## config.mk

```make
export PLATFORM = sky130hd
export DESIGN_NAME = pad_scan_chain
export DESIGN_NICKNAME = d
export VERILOG_FILES = /design/src/rtl/bsr_pkg.sv /design/src/rtl/bsr_shift_cell.sv /design/src/rtl/bsr_update_bank.sv /design/src/rtl/bsr_tdo_retime.sv /design/src/rtl/pad_scan_chain.sv
export SDC_FILE = /design/constraint.sdc
export NUM_CORES = 1
export LEC_CHECK = 0
export ABC_AREA = 1
export ABC_CLOCK_PERIOD_IN_PS = 800
export BUFFER_PORTS_ARGS = -buffer_cell sky130_fd_sc_hd__buf_2
export CORE_MARGIN = 4
export CORE_UTILIZATION = 45
export DETAILED_ROUTE_END_ITERATION = 8
export GPL_TIMING_DRIVEN = 0
export HOLD_SLACK_MARGIN = 0.12
export PLACE_DENSITY_LB_ADDON = 0.2
export SKIP_CTS_REPAIR_TIMING = 1
export SLEW_MARGIN = 20
export SYNTH_ARGS = -nofsm -noshare
export SYNTH_HDL_FRONTEND = slang
export SYNTH_SLANG_ARGS = --single-unit
```

## constraint.sdc

```tcl
create_clock -name tck -period 0.8 [get_ports tck]
set_input_delay 0.16 -clock tck [delete_from_list [all_inputs] [get_ports tck]]
set_output_delay 0.16 -clock tck [all_outputs]
set_load 0.05 [all_outputs]
```

## src/rtl/bsr_pkg.sv

```systemverilog
`timescale 1ns/1ps
// Shared definitions for the pad boundary-scan register.
// Assumes three cells per pad, numbered from the TDI end.
package bsr_pkg;

    typedef enum logic [1:0] {
        CELL_IN  = 2'd0,
        CELL_OUT = 2'd1,
        CELL_OE  = 2'd2
    } cell_kind_e;

    localparam int CELLS_PER_PAD = 3;

    // Chain position of a given cell of a given pad (0 = nearest TDI).
    function automatic int cell_pos(input int pad, input cell_kind_e kind);
        return CELLS_PER_PAD * pad + int'(kind);
    endfunction

endpackage

```

## src/rtl/bsr_shift_cell.sv

```systemverilog
`timescale 1ns/1ps
// One capture/shift stage of the boundary-scan chain.
// Assumes capture and shift strobes are already qualified by the
// instruction select; capture has priority over shift.
module bsr_shift_cell (
    input  logic clk,
    input  logic clr_n,
    input  logic cap,
    input  logic shf,
    input  logic par_in,
    input  logic ser_in,
    output logic q
);

    // Stage flop: clear, parallel capture, or serial shift.
    always_ff @(posedge clk) begin
        if (!clr_n) begin
            q <= 1'b0;
        end else if (cap) begin
            q <= par_in;
        end else if (shf) begin
            q <= ser_in;
        end
    end

endmodule

```

## src/rtl/bsr_update_bank.sv

```systemverilog
`timescale 1ns/1ps
// Parallel preload latches for the pad cells of the chain.
// Assumes the stage vector excludes the observe-only reset cell and
// the update strobe is already qualified by the instruction select.
module bsr_update_bank
    import bsr_pkg::*;
#(
    parameter int NUM_PADS = 4
) (
    input  logic                              clk,
    input  logic                              clr_n,
    input  logic                              upd,
    input  logic [CELLS_PER_PAD*NUM_PADS-1:0] stage,
    output logic [NUM_PADS-1:0]               pre_in,
    output logic [NUM_PADS-1:0]               pre_out,
    output logic [NUM_PADS-1:0]               pre_oe
);

    localparam int PAD_CELLS = CELLS_PER_PAD * NUM_PADS;

    logic [PAD_CELLS-1:0] lat_q;

    // Latch bank: clear on reset, copy the stage on update, else hold.
    always_ff @(posedge clk) begin
        if (!clr_n) begin
            lat_q <= '0;
        end else if (upd) begin
            lat_q <= stage;
        end
    end

    // Unpack each pad's triple into the three export vectors.
    for (genvar p = 0; p < NUM_PADS; p++) begin : g_unpack
        assign pre_in[p]  = lat_q[cell_pos(p, CELL_IN)];
        assign pre_out[p] = lat_q[cell_pos(p, CELL_OUT)];
        assign pre_oe[p]  = lat_q[cell_pos(p, CELL_OE)];
    end

endmodule

```

## src/rtl/bsr_tdo_retime.sv

```systemverilog
`timescale 1ns/1ps
// Falling-edge retiming flop for TDO.
// Assumes the chain advances on the rising edge, so the output is
// stable for the whole low phase of the test clock.
module bsr_tdo_retime (
    input  logic clk,
    input  logic rst_n,
    input  logic d,
    output logic q
);

    // Present the TDO-end cell half a cycle after it moves.
    always_ff @(negedge clk) begin
        if (!rst_n) begin
            q <= 1'b0;
        end else begin
            q <= d;
        end
    end

endmodule

```

## src/rtl/pad_scan_chain.sv

```systemverilog
`timescale 1ns/1ps
// Boundary-scan data register for NUM_PADS pads plus an observe-only
// reset-pin cell. Assumes an external TAP controller supplies one-cycle
// state strobes and a select for boundary-scan instructions.
module pad_scan_chain
    import bsr_pkg::*;
#(
    parameter int NUM_PADS = 4
) (
    input  logic                tck,
    input  logic                trst_n,
    input  logic                tlr,
    input  logic                sel,
    input  logic                capture_dr,
    input  logic                shift_dr,
    input  logic                update_dr,
    input  logic                tdi,
    input  logic [NUM_PADS-1:0] pad_in,
    input  logic [NUM_PADS-1:0] pad_out,
    input  logic [NUM_PADS-1:0] pad_oe,
    input  logic                rst_pin,
    output logic                tdo,
    output logic [NUM_PADS-1:0] pre_in,
    output logic [NUM_PADS-1:0] pre_out,
    output logic [NUM_PADS-1:0] pre_oe
);

    localparam int PAD_CELLS = CELLS_PER_PAD * NUM_PADS;
    localparam int CHAIN_LEN = PAD_CELLS + 1;
    localparam int RST_POS   = CHAIN_LEN - 1;

    logic                 clr_n;
    logic                 do_cap;
    logic                 do_shift;
    logic                 do_upd;
    logic [CHAIN_LEN-1:0] par_vec;
    logic [CHAIN_LEN-1:0] ser_vec;
    logic [CHAIN_LEN-1:0] stage_q;

    // Qualify the TAP strobes with the instruction select and merge resets.
    assign clr_n    = trst_n & ~tlr;
    assign do_cap   = sel & capture_dr;
    assign do_shift = sel & shift_dr;
    assign do_upd   = sel & update_dr;

    // Route each pad's live signals to its three chain positions.
    for (genvar p = 0; p < NUM_PADS; p++) begin : g_pad
        assign par_vec[cell_pos(p, CELL_IN)]  = pad_in[p];
        assign par_vec[cell_pos(p, CELL_OUT)] = pad_out[p];
        assign par_vec[cell_pos(p, CELL_OE)]  = pad_oe[p];
    end
    assign par_vec[RST_POS] = rst_pin;

    // Serial feed: cell 0 takes TDI, every other cell takes its neighbour.
    assign ser_vec = {stage_q[CHAIN_LEN-2:0], tdi};

    // One capture/shift stage per chain position.
    for (genvar k = 0; k < CHAIN_LEN; k++) begin : g_cell
        bsr_shift_cell u_cell (
            .clk    (tck),
            .clr_n  (clr_n),
            .cap    (do_cap),
            .shf    (do_shift),
            .par_in (par_vec[k]),
            .ser_in (ser_vec[k]),
            .q      (stage_q[k])
        );
    end

    // Preload latches cover pad cells only; the reset cell has none.
    bsr_update_bank #(
        .NUM_PADS (NUM_PADS)
    ) u_bank (
        .clk     (tck),
        .clr_n   (clr_n),
        .upd     (do_upd),
        .stage   (stage_q[PAD_CELLS-1:0]),
        .pre_in  (pre_in),
        .pre_out (pre_out),
        .pre_oe  (pre_oe)
    );

    // TDO leaves from the reset cell end, retimed to the falling edge.
    bsr_tdo_retime u_tdo (
        .clk   (tck),
        .rst_n (trst_n),
        .d     (stage_q[RST_POS]),
        .q     (tdo)
    );

endmodule

```

==> flow_summary.json, run 1 <==
{
  "status": "finished, violations left",
  "violations": "setup timing",
  "synth_edf_count": 0,
  "wl_per_cell_um": 11.95,
  "num_vias": 1256,
  "post-route-util_pct": 66.67,
  "gp_congestion": 0.8450,
  "layout.nets": 244,
  "gr-usage-all-layers_pct": 17.73,
  "p_int_w": 0.001702,
  "power_frac_clock_pct": 25.5,
  "grt-ovfl-total": 0,
  "io_pins": 34,
  "ys_async_sr_fraction_pct": 0,
  "total_power_w": 0.002380,
  "floorplan.initialDensity_pct": 47.58,
  "area_delta_synth_final_pct": 40.13,
  "clock_sinks": 26,
  "slew_violations": 0,
  "antenna_found_initial": 0,
  "cap_viol_max_count": 0,
  "grt_pass1_wl_um": 4726,
  "place_ws_ns": -0.3162,
  "critPathMaxFanout": 1,
  "worstSetupEndpointType": "output port",
  "yosysMostFrequentCell": "nand2_1",
  "synth_top_area_cell": "dfxtp_1",
  "fin_skew_ns": 0.05471,
  "synth-seq-area-share_pct": 44.16,
  "synth.area.top_cells": "dfxtp_1 44%, nand2_1 13%, nand3_1 11%, inv_1 8.6%, a21oi_1 5.5%",
  "placed_area_um2": 1400,
  "combPwrFrac_pct": 17.5,
  "yosysUniqueCellTypes": 14,
  "setup_viol": 14,
  "yosysWarnings": 0,
  "clk_latency_ns": 0.38,
  "ant_nets": 0,
  "setup_ws_ns": -0.6109,
  "die_h_um": 59.18,
  "worstSetupPathType": "reg -> out",
  "hpwl_um": 2061,
  "cp_slowest_cell": "dfxtp_4",
  "synthFlopType": "dfxtp_1",
  "diodes": 0,
  "hold_path_class": "in -> reg",
  "ys_ff_latch": 26,
  "die_w_um": 59.18,
  "grt_start_max_net_pins": 15,
  "slew_headroom_pct": 84.94,
  "pwr-share-seq_pct": 57.0,
  "cp_data_required_time_ns": 0.64,
  "cts_buffer_depth": 2,
  "viasPerCell": 4.984,
  "critPathBufInv": 1,
  "finalHoldViolations": 0,
  "drc_errors": 0,
  "portBuffers": 33,
  "cts_tree": "built",
  "grt_pass1_vias": 1073,
  "crit_family": "flip-flops",
  "swShare_pct": 28.51,
  "h-tree-depth": 1,
  "ctsRootBufferMaster": "clkbuf_4",
  "rows": 18,
  "p_sw_w": 0.0006785,
  "crit_path_start_kind": "flip-flop",
  "dieArea_um2": 3502,
  "core_um2": 2477,
  "wirelength_um": 3011,
  "netlist_area_um2": 1179,
  "powerDensity_nw_per_um2": 1441,
  "cellLeakagePower_nw": 0.8389,
  "cp.arrival_ns": 1.25,
  "drt_iter0_drc": 57,
  "syn_inst": 174,
  "rsz0062_at_grt": "true",
  "syn_avg_cell_area_um2": 6.774,
  "tightest_slew_ns": 0.2256,
  "finalHoldWorstSlack_ns": 0.1036,
  "synth_nets": 195,
  "drt-pass1-iter-count": 4,
  "synthTopCellsByCount": "42 x nand2_1, 27 x inv_1, 26 x dfxtp_1, 26 x nand3_1, 13 x a21oi_1",
  "numCtsBuffers": 3,
  "clkTransAtPathRegs_ns": 0.14,
  "critical-path-max-stage-delay_ns": 0.33,
  "peakVddDrop_mv": 1.051,
  "fin_area_um2": 1652,
  "synth_top_area_share_pct": 44.16,
  "path_cells": "buf_8",
  "drive_gt1_share_pct": 50.45
}
==> power by group through the flow <==
stage / Sequential (W) / Clock (W) / Combinational, W
after floorplan: 0.00144 / 0.0000155 / 0.000171
after global placement: 0.00137 / 0.0000155 / 0.000347
after detailed placement: 0.00137 / 0.0000155 / 0.000352
after CTS: 0.00135 / 0.000616 / 0.000354
after global routing: 0.00136 / 0.000690 / 0.000453
final: 0.00136 / 0.000608 / 0.000416
==> worst register-to-register path, stage by stage, from the launching register on <==
cell and delay, ns:
dfxtp_2 0.35, nand2_2 0.05, inv_2 0.03
==> worst paths after layout <==
check / startpoint / end / slack (ns) / cells past startpoint
hold reg to reg: g_cell[2].u_cell.q$_SDFFE_PN0P_ / u_bank.lat_q[2]$_SDFFE_PN0P_ / 0.46 / 2
hold / removal: tlr / u_bank.lat_q[10]$_SDFFE_PN0P_ / 0.10 / 4
setup reg to reg: g_cell[12].u_cell.q$_SDFFE_PN0P_ / u_tdo.q$_SDFF_NN0_ / -0.08 / 2
setup / recovery: u_tdo.q$_SDFF_NN0_ / tdo / -0.61 / 1
==> state kept, by name, indices dropped and copies added (netlist names) <==
register         cells
u_tdo.q              1
u_bank.lat_q        12
g_cell.u_cell.q     13
==> cell families (layout without fill, tap and decap cells) <==
group | Yosys count | count (layout) | share of synthesized area [%]
flops | 26 | 26 | 44.16
simple gates | 83 | 83 | 29.83
compound gates | 25 | 25 | 10.62
buf+inv | 40 | 88 | 15.39
==> cell usage in the layout (no fill, tap or decap) <==
cell and n:
a21oi_1 13, buf_2 24, buf_4 14, buf_6 10, buf_8 5, clkbuf_1 1, clkbuf_4 3, dfxtp_2 25
dfxtp_4 1, inv_1 14, inv_2 17, nand2_1 41, nand2_2 3, nand3_1 26, nor2_1 4, nor2_2 9
o21ai_0 4, o21ai_1 7, o21ai_2 1
==> through the flow <==
stage	instances	TNS, ns
floorplan	174	-0.2341
global placement	237	-4.205
detailed placement	237	-4.543
CTS	241	-4.287
global route	252	-3.922
finish	252	-3.079
==> final cells by class <==
| cell class | count | area, um2 |
|---|---|---|
| Timing Repair Buffer | 44 | 347.8 |
| Multi-Input combinational cell | 108 | 503.0 |
| Fill cell | 229 | 825.8 |
| Clock buffer | 4 | 26.28 |
| Tap cell | 30 | 37.54 |
| Buffer | 9 | 65.06 |
| Clock inverter | 1 | 3.754 |
| Sequential cell | 26 | 555.5 |
| Inverter | 30 | 112.6 |
==> routing by layer <==
| metal | part of all wire (%) | track usage [%] | routed length, um | vias to the layer above |
|---|---|---|---|---|
| met5 | 0 | 0 | 0 | - |
| met4 | 2.0 | 8.414 | 61 | 0 |
| met3 | 5.1 | 3.704 | 153 | 7 |
| met2 | 48 | 26.50 | 1431 | 42 |
| met1 | 45 | 24.26 | 1365 | 574 |
| li1 | - | - | - | 633 |
No activity file was read; power rests on OpenSTA's default activity.
==> run 2: changes to the inputs <==
--- a/config.mk
+++ b/config.mk
@@ -5,12 +5,12 @@
 export SDC_FILE = /design/constraint.sdc
 export NUM_CORES = 1
 export LEC_CHECK = 0
-export ABC_AREA = 1
 export ABC_CLOCK_PERIOD_IN_PS = 800
 export BUFFER_PORTS_ARGS = -buffer_cell sky130_fd_sc_hd__buf_2
 export CORE_MARGIN = 4
 export CORE_UTILIZATION = 45
 export DETAILED_ROUTE_END_ITERATION = 8
+export GPL_ROUTABILITY_DRIVEN = 0
 export GPL_TIMING_DRIVEN = 0
 export HOLD_SLACK_MARGIN = 0.12
 export PLACE_DENSITY_LB_ADDON = 0.2
==> run 2 against run 1 <==
The flow still finishes with violations (setup timing); combinational power up 18%; register-to-register slack worse by 0.05 ns; synthesized cell count down 21%; total power up 2.9%; die area down 1.9%; first-iteration DRC count down 44%; final area up 11%; critical endpoint unchanged; non-clock buffer count up 6; worst setup slack worse by 0.0045 ns; via count down 2.5%.
==> flow_summary.json, run 2 <==
{
  "critPathMaxFanout": 1,
  "layout_common_cells": "26 x nand2_1, 21 x buf_2, 21 x dfxtp_2",
  "multi_input_area_um2": 694.4,
  "largest_reg_flops": 13,
  "crit_path_start_kind": "flip-flop",
  "finalHoldViolations": 0,
  "cts_buffer_depth": 2,
  "numCtsBuffers": 3,
  "grt_pass1_wl_um": 4705,
  "setup_ws_ns": -0.6154,
  "cellLeakagePower_nw": 0.7049,
  "antenna_found_initial": 0,
  "setup_tns_ns": -3.112,
  "grt-ovfl-total": 0,
  "slew_headroom_pct": 83.03,
  "pwr-share-seq_pct": 55.6,
  "setup_viol": 17,
  "hpwl_um": 2097,
  "top_regs": "g_cell.u_cell.q x13, u_bank.lat_q x12, u_tdo.q x1",
  "cap_viol_max_count": 0,
  "clkTransAtPathRegs_ns": 0.15,
  "critPathBufInv": 1,
  "swShare_pct": 28.45,
  "synth_top_area_cell": "dfxtp_1",
  "p_int_w": 0.001752,
  "synth_nets": 159,
  "diodes": 0,
  "tightest_slew_ns": 0.2538,
  "drive_gt1_share_pct": 56.38,
  "wl_per_cell_um": 14.60,
  "ys_ff_latch": 26,
  "hold_path_class": "in -> reg",
  "viasPerCell": 5.615,
  "path_cells": "buf_8",
  "synthFlopType": "dfxtp_1",
  "synthTopCellsByCount": "27 x nand2_1, 26 x dfxtp_1, 15 x nor3_1",
  "cts_tree": "built",
  "num_vias": 1224,
  "ant_nets": 0,
  "clk_latency_ns": 0.38,
  "finalHoldWorstSlack_ns": 0.1158,
  "slew_violations": 0,
  "yosysMostFrequentCell": "nand2_1",
  "yosysUniqueCellTypes": 20,
  "worstSetupPathType": "reg -> out",
  "clock_sinks": 26,
  "yosysWarnings": 0,
  "wirelength_um": 3183,
  "powerDensity_nw_per_um2": 1332,
  "regMostFlops": "g_cell.u_cell.q",
  "synth-seq-area-share_pct": 45.17,
  "final_cell_count_no_fill": 218,
  "power_frac_clock_pct": 24.4,
  "fin_skew_ns": 0.05478,
  "rsz0062_at_grt": "true",
  "drt_iter0_drc": 32,
  "syn_avg_cell_area_um2": 8.350,
  "status": "finished, violations left",
  "total_power_w": 0.002449,
  "grt_start_max_net_pins": 15,
  "syn_inst": 138,
  "ff_latch_area_um2": 561.8,
  "layout_commonest_cell": "nand2_1",
  "netlist_area_um2": 1152,
  "grt_pass1_vias": 1052,
  "nFillCells": 185,
  "combPwrFrac_pct": 20.0,
  "area_delta_synth_final_pct": 59.61,
  "drc_errors": 0,
  "peakVddDrop_mv": 1.045,
  "synth.area.top_cells": "dfxtp_1 45%, nand2_1 8.8%, o32ai_1 8.4%, nor3_1 6.5%, nor4_1 6.0%",
  "ys_async_sr_fraction_pct": 0,
  "dp.cells": 200,
  "placed_area_um2": 1456,
  "die_h_um": 58.61,
  "rows": 18,
  "critical-path-max-stage-delay_ns": 0.33,
  "p_sw_w": 0.0006968,
  "io_pins": 34,
  "drt-pass1-iter-count": 4,
  "violations": "setup timing",
  "gr-usage-all-layers_pct": 17.71,
  "portBuffers": 32,
  "dieArea_um2": 3435,
  "ctsRootBufferMaster": "clkbuf_4",
  "cp_data_required_time_ns": 0.64,
  "h-tree-depth": 1,
  "synth_edf_count": 0,
  "synth_top_area_share_pct": 45.17,
  "cp.arrival_ns": 1.26,
  "cp_slowest_cell": "dfxtp_4",
  "fin_area_um2": 1839,
  "floorplan.initialDensity_pct": 46.94,
  "die_w_um": 58.61,
  "crit_family": "flip-flops",
  "worstSetupEndpointType": "output port",
  "core_um2": 2455,
  "layout.nets": 210
}
[run 2: cell types whose count changed in the layout (fill, tap and decap cells not counted), moves of 7 or more]
cell,before,now
inv_1,14,1
nand2_1,41,26
o21ai_1,7,0
nor3_1,0,14
inv_2,17,1
nand3_1,26,0
nor4_1,0,7
[run 2: metrics by stage]
stage / setup WS, ns / utilization (%)
after CTS: -0.7153 / 60.40
final: -0.6154 / 74.92
after global placement: -0.3186 / 59.33
after floorplan: -0.1678 / -
after global routing: -0.6604 / 74.92
after detailed placement: -0.3185 / 59.33
[run 2: power by group through the flow]
stage / clock [W] / sequential, W / combinational, W
after floorplan: 0.0000155 / 0.00140 / 0.000259
after global placement: 0.0000155 / 0.00139 / 0.000378
after detailed placement: 0.0000155 / 0.00139 / 0.000389
after CTS: 0.000602 / 0.00136 / 0.000390
after global routing: 0.000666 / 0.00137 / 0.000532
final: 0.000598 / 0.00136 / 0.000489
[run 2: path summary, 6_finish.rpt]
check                           slack, ns                               end                              from  cells past startpoint
worst min-delay path                 0.12  g_cell[10].u_cell.q$_SDFFE_PN0P_                        pad_out[3]                      3
worst min register to register       0.47      u_bank.lat_q[6]$_SDFFE_PN0P_      u_bank.lat_q[6]$_SDFFE_PN0P_                      2
worst max register to register      -0.13                u_tdo.q$_SDFF_NN0_  g_cell[12].u_cell.q$_SDFFE_PN0P_                      1
worst max-delay path                -0.62                               tdo                u_tdo.q$_SDFF_NN0_                      1
[run 2: kinds of logic (layout without fill, tap and decap cells)]
group                  after synthesis  after routing  share of synthesized area (%)
AO/OA/AOI/OAI                       25             25                          15.63
AND/OR/NAND/NOR                     72             72                          29.86
flip-flops                          26             26                          45.17
buffers and inverters               15             65                          9.336
[run 2: metal layers]
metal	routed length (um)	global-route usage, %	vias to the layer above
met4	35	6.149	0
met1	1298	21.73	581
met5	0	0	-
met3	171	3.070	4
li1	-	-	601
met2	1678	31.10	38
[run 2: area by class of cell]
class,count,area share [%]
multi-input combinational,97,37.76
inverter,1,0.2041
tap,30,2.041
clock inverter,2,0.4082
clock buffer,3,1.224
sequential,26,30.54
timing repair buffer,46,21.29
buffer,13,6.531
[run 2: tightest hold or removal path, stage by stage]
cell     delay [ns]
buf_2          0.11
o32ai_2        0.09
nor4_1         0.06
==> run 3: changes to the inputs <==
--- a/config.mk
+++ b/config.mk
@@ -13,6 +13,7 @@
 export GPL_ROUTABILITY_DRIVEN = 0
 export GPL_TIMING_DRIVEN = 0
 export HOLD_SLACK_MARGIN = 0.12
+export MAX_ROUTING_LAYER = met4
 export PLACE_DENSITY_LB_ADDON = 0.2
 export SKIP_CTS_REPAIR_TIMING = 1
 export SLEW_MARGIN = 20
==> run 3 against run 2 <==
Flip-flop and latch count did not move; utilization is the same; highest routed layer unchanged; register-to-register slack about the same; worst setup slack improved by 0.0052 ns; hold slack improved by 0.0084 ns; largest power group unchanged; wire length up 0.41%; clock skew barely moved; global-route usage rose by 0.52 points; the run still ends with setup timing left; critical endpoint unchanged; total power fell by 0.31%.
==> flow_summary.json, run 3 (same netlist as run 2, synthesis figures left out) <==
{
  "status": "finished, violations left",
  "violations": "setup timing",
  "multi_input_area_um2": 694.4,
  "layout_common_cells": "26 x nand2_1, 21 x buf_2, 21 x dfxtp_2",
  "grt_start_max_net_pins": 15,
  "gr-usage-all-layers_pct": 18.24,
  "r2r_slack_ns": -0.13,
  "finalHoldViolations": 0,
  "floorplan.initialDensity_pct": 46.94,
  "post-route-util_pct": 74.92,
  "top_regs": "g_cell.u_cell.q x13, u_bank.lat_q x12, u_tdo.q x1",
  "hold_start": "pad_out[3]",
  "largest_reg_flops": 13,
  "ff_latch_area_um2": 561.8,
  "cellLeakagePower_nw": 0.7049,
  "worstSetupEndpointType": "output port",
  "drt_iter0_drc": 28,
  "layout.nets": 210,
  "io_pins": 34,
  "cp.arrival_ns": 1.25,
  "die_w_um": 58.61,
  "portBuffers": 32,
  "drt-pass1-iter-count": 4,
  "grt-ovfl-total": 0,
  "setup_tns_ns": -3.062,
  "layout_commonest_cell": "nand2_1",
  "rows": 18,
  "antenna_found_initial": 0,
  "drc_errors": 0,
  "dieArea_um2": 3435,
  "viasPerCell": 5.523,
  "critPathMaxFanout": 1,
  "wl_per_cell_um": 14.66,
  "critPathBufInv": 1,
  "cp_slowest_cell": "dfxtp_4",
  "path_cells": "buf_8",
  "powerDensity_nw_per_um2": 1327,
  "hold_path_class": "in -> reg",
  "total_power_w": 0.002441,
  "reg2reg_depth": 1,
  "slew_violations": 0,
  "dp.cells": 200,
  "cap_viol_max_count": 0,
  "rsz0062_at_grt": "true",
  "grt_pass1_vias": 1053,
  "numCtsBuffers": 3,
  "critical-path-max-stage-delay_ns": 0.33,
  "setup_ws_ns": -0.6103,
  "regMostFlops": "g_cell.u_cell.q",
  "core_um2": 2455,
  "hpwl_um": 2097,
  "peakVddDrop_mv": 1.031,
  "cts_buffer_depth": 2,
  "timing.rr.start": "g_cell[12].u_cell.q$_SDFFE_PN0P_",
  "drive_gt1_share_pct": 56.38,
  "cts_tree": "built",
  "worstSetupPathType": "reg -> out",
  "clk_latency_ns": 0.37,
  "rr_endpoint": "u_tdo.q$_SDFF_NN0_",
  "die_h_um": 58.61,
  "h-tree-depth": 1,
  "hold_path_end": "g_cell[10].u_cell.q$_SDFFE_PN0P_",
  "crit_family": "flip-flops",
  "area_delta_synth_final_pct": 59.61,
  "whs_path_depth": 3,
  "final_cell_count_no_fill": 218,
  "cp_data_required_time_ns": 0.64,
  "crit_path_start_kind": "flip-flop",
  "wirelength_um": 3196,
  "clkTransAtPathRegs_ns": 0.15,
  "diodes": 0,
  "setup_viol": 17,
  "num_vias": 1204,
  "ctsRootBufferMaster": "clkbuf_4",
  "tightest_slew_ns": 0.2545,
  "ant_nets": 0,
  "slew_headroom_pct": 82.98,
  "place_ws_ns": -0.3185,
  "grt_pass1_wl_um": 4705,
  "nFillCells": 185,
  "fin_skew_ns": 0.05510,
  "clock_sinks": 26
}
==> run 3: cell counts in the layout (fill, tap and decap cells not counted) <==
Identical to the previous run, type by type.
==> run 3: where the power goes <==
| part | switching [W] | leakage (nW) | internal (W) |
|---|---|---|---|
| clock network | 0.000400 | 0.0207 | 0.000189 |
| logic | 0.000250 | 0.460 | 0.000240 |
| registers | 0.0000392 | 0.224 | 0.00132 |
| total | 0.000689 | 0.705 | 0.00175 |
==> run 3: worst max path at each step <==
stage	start	to	slack, ns	depth (start not counted)
2_1_floorplan	u_tdo.q$_SDFF_NN0_	tdo	-0.17	0
3_3_place_gp	u_tdo.q$_SDFF_NN0_	tdo	-0.32	1
3_5_place_dp	u_tdo.q$_SDFF_NN0_	tdo	-0.32	1
4_1_cts	u_tdo.q$_SDFF_NN0_	tdo	-0.72	1
5_1_grt	u_tdo.q$_SDFF_NN0_	tdo	-0.66	1
6_report	u_tdo.q$_SDFF_NN0_	tdo	-0.61	1
==> run 3: layout make-up <==
cell class                 count  share of cell area (%)
sequential                    26                   30.54
clock inverter                 2                  0.4082
multi-input combinational     97                   37.76
inverter                       1                  0.2041
timing repair buffer          46                   21.29
tap                           30                   2.041
clock buffer                   3                   1.224
buffer                        13                   6.531
==> run 3: per-layer routing <==
metal / global-route usage (%) / routed length (um) / part of all wire [%]
met5: - / 0 / 0
met4: 6.149 / 36 / 1.1
met3: 2.632 / 212 / 6.6
met2: 31.10 / 1666 / 52
met1: 22.00 / 1280 / 40
==> run 3: stage by stage <==
stage	hold WS, ns	instance area, um2
finish	0.1242	1839
global route	0.1221	1839
CTS	0.1001	1483
detailed placement	0.4442	1456
global placement	0.4378	1456
floorplan	0.3351	1259
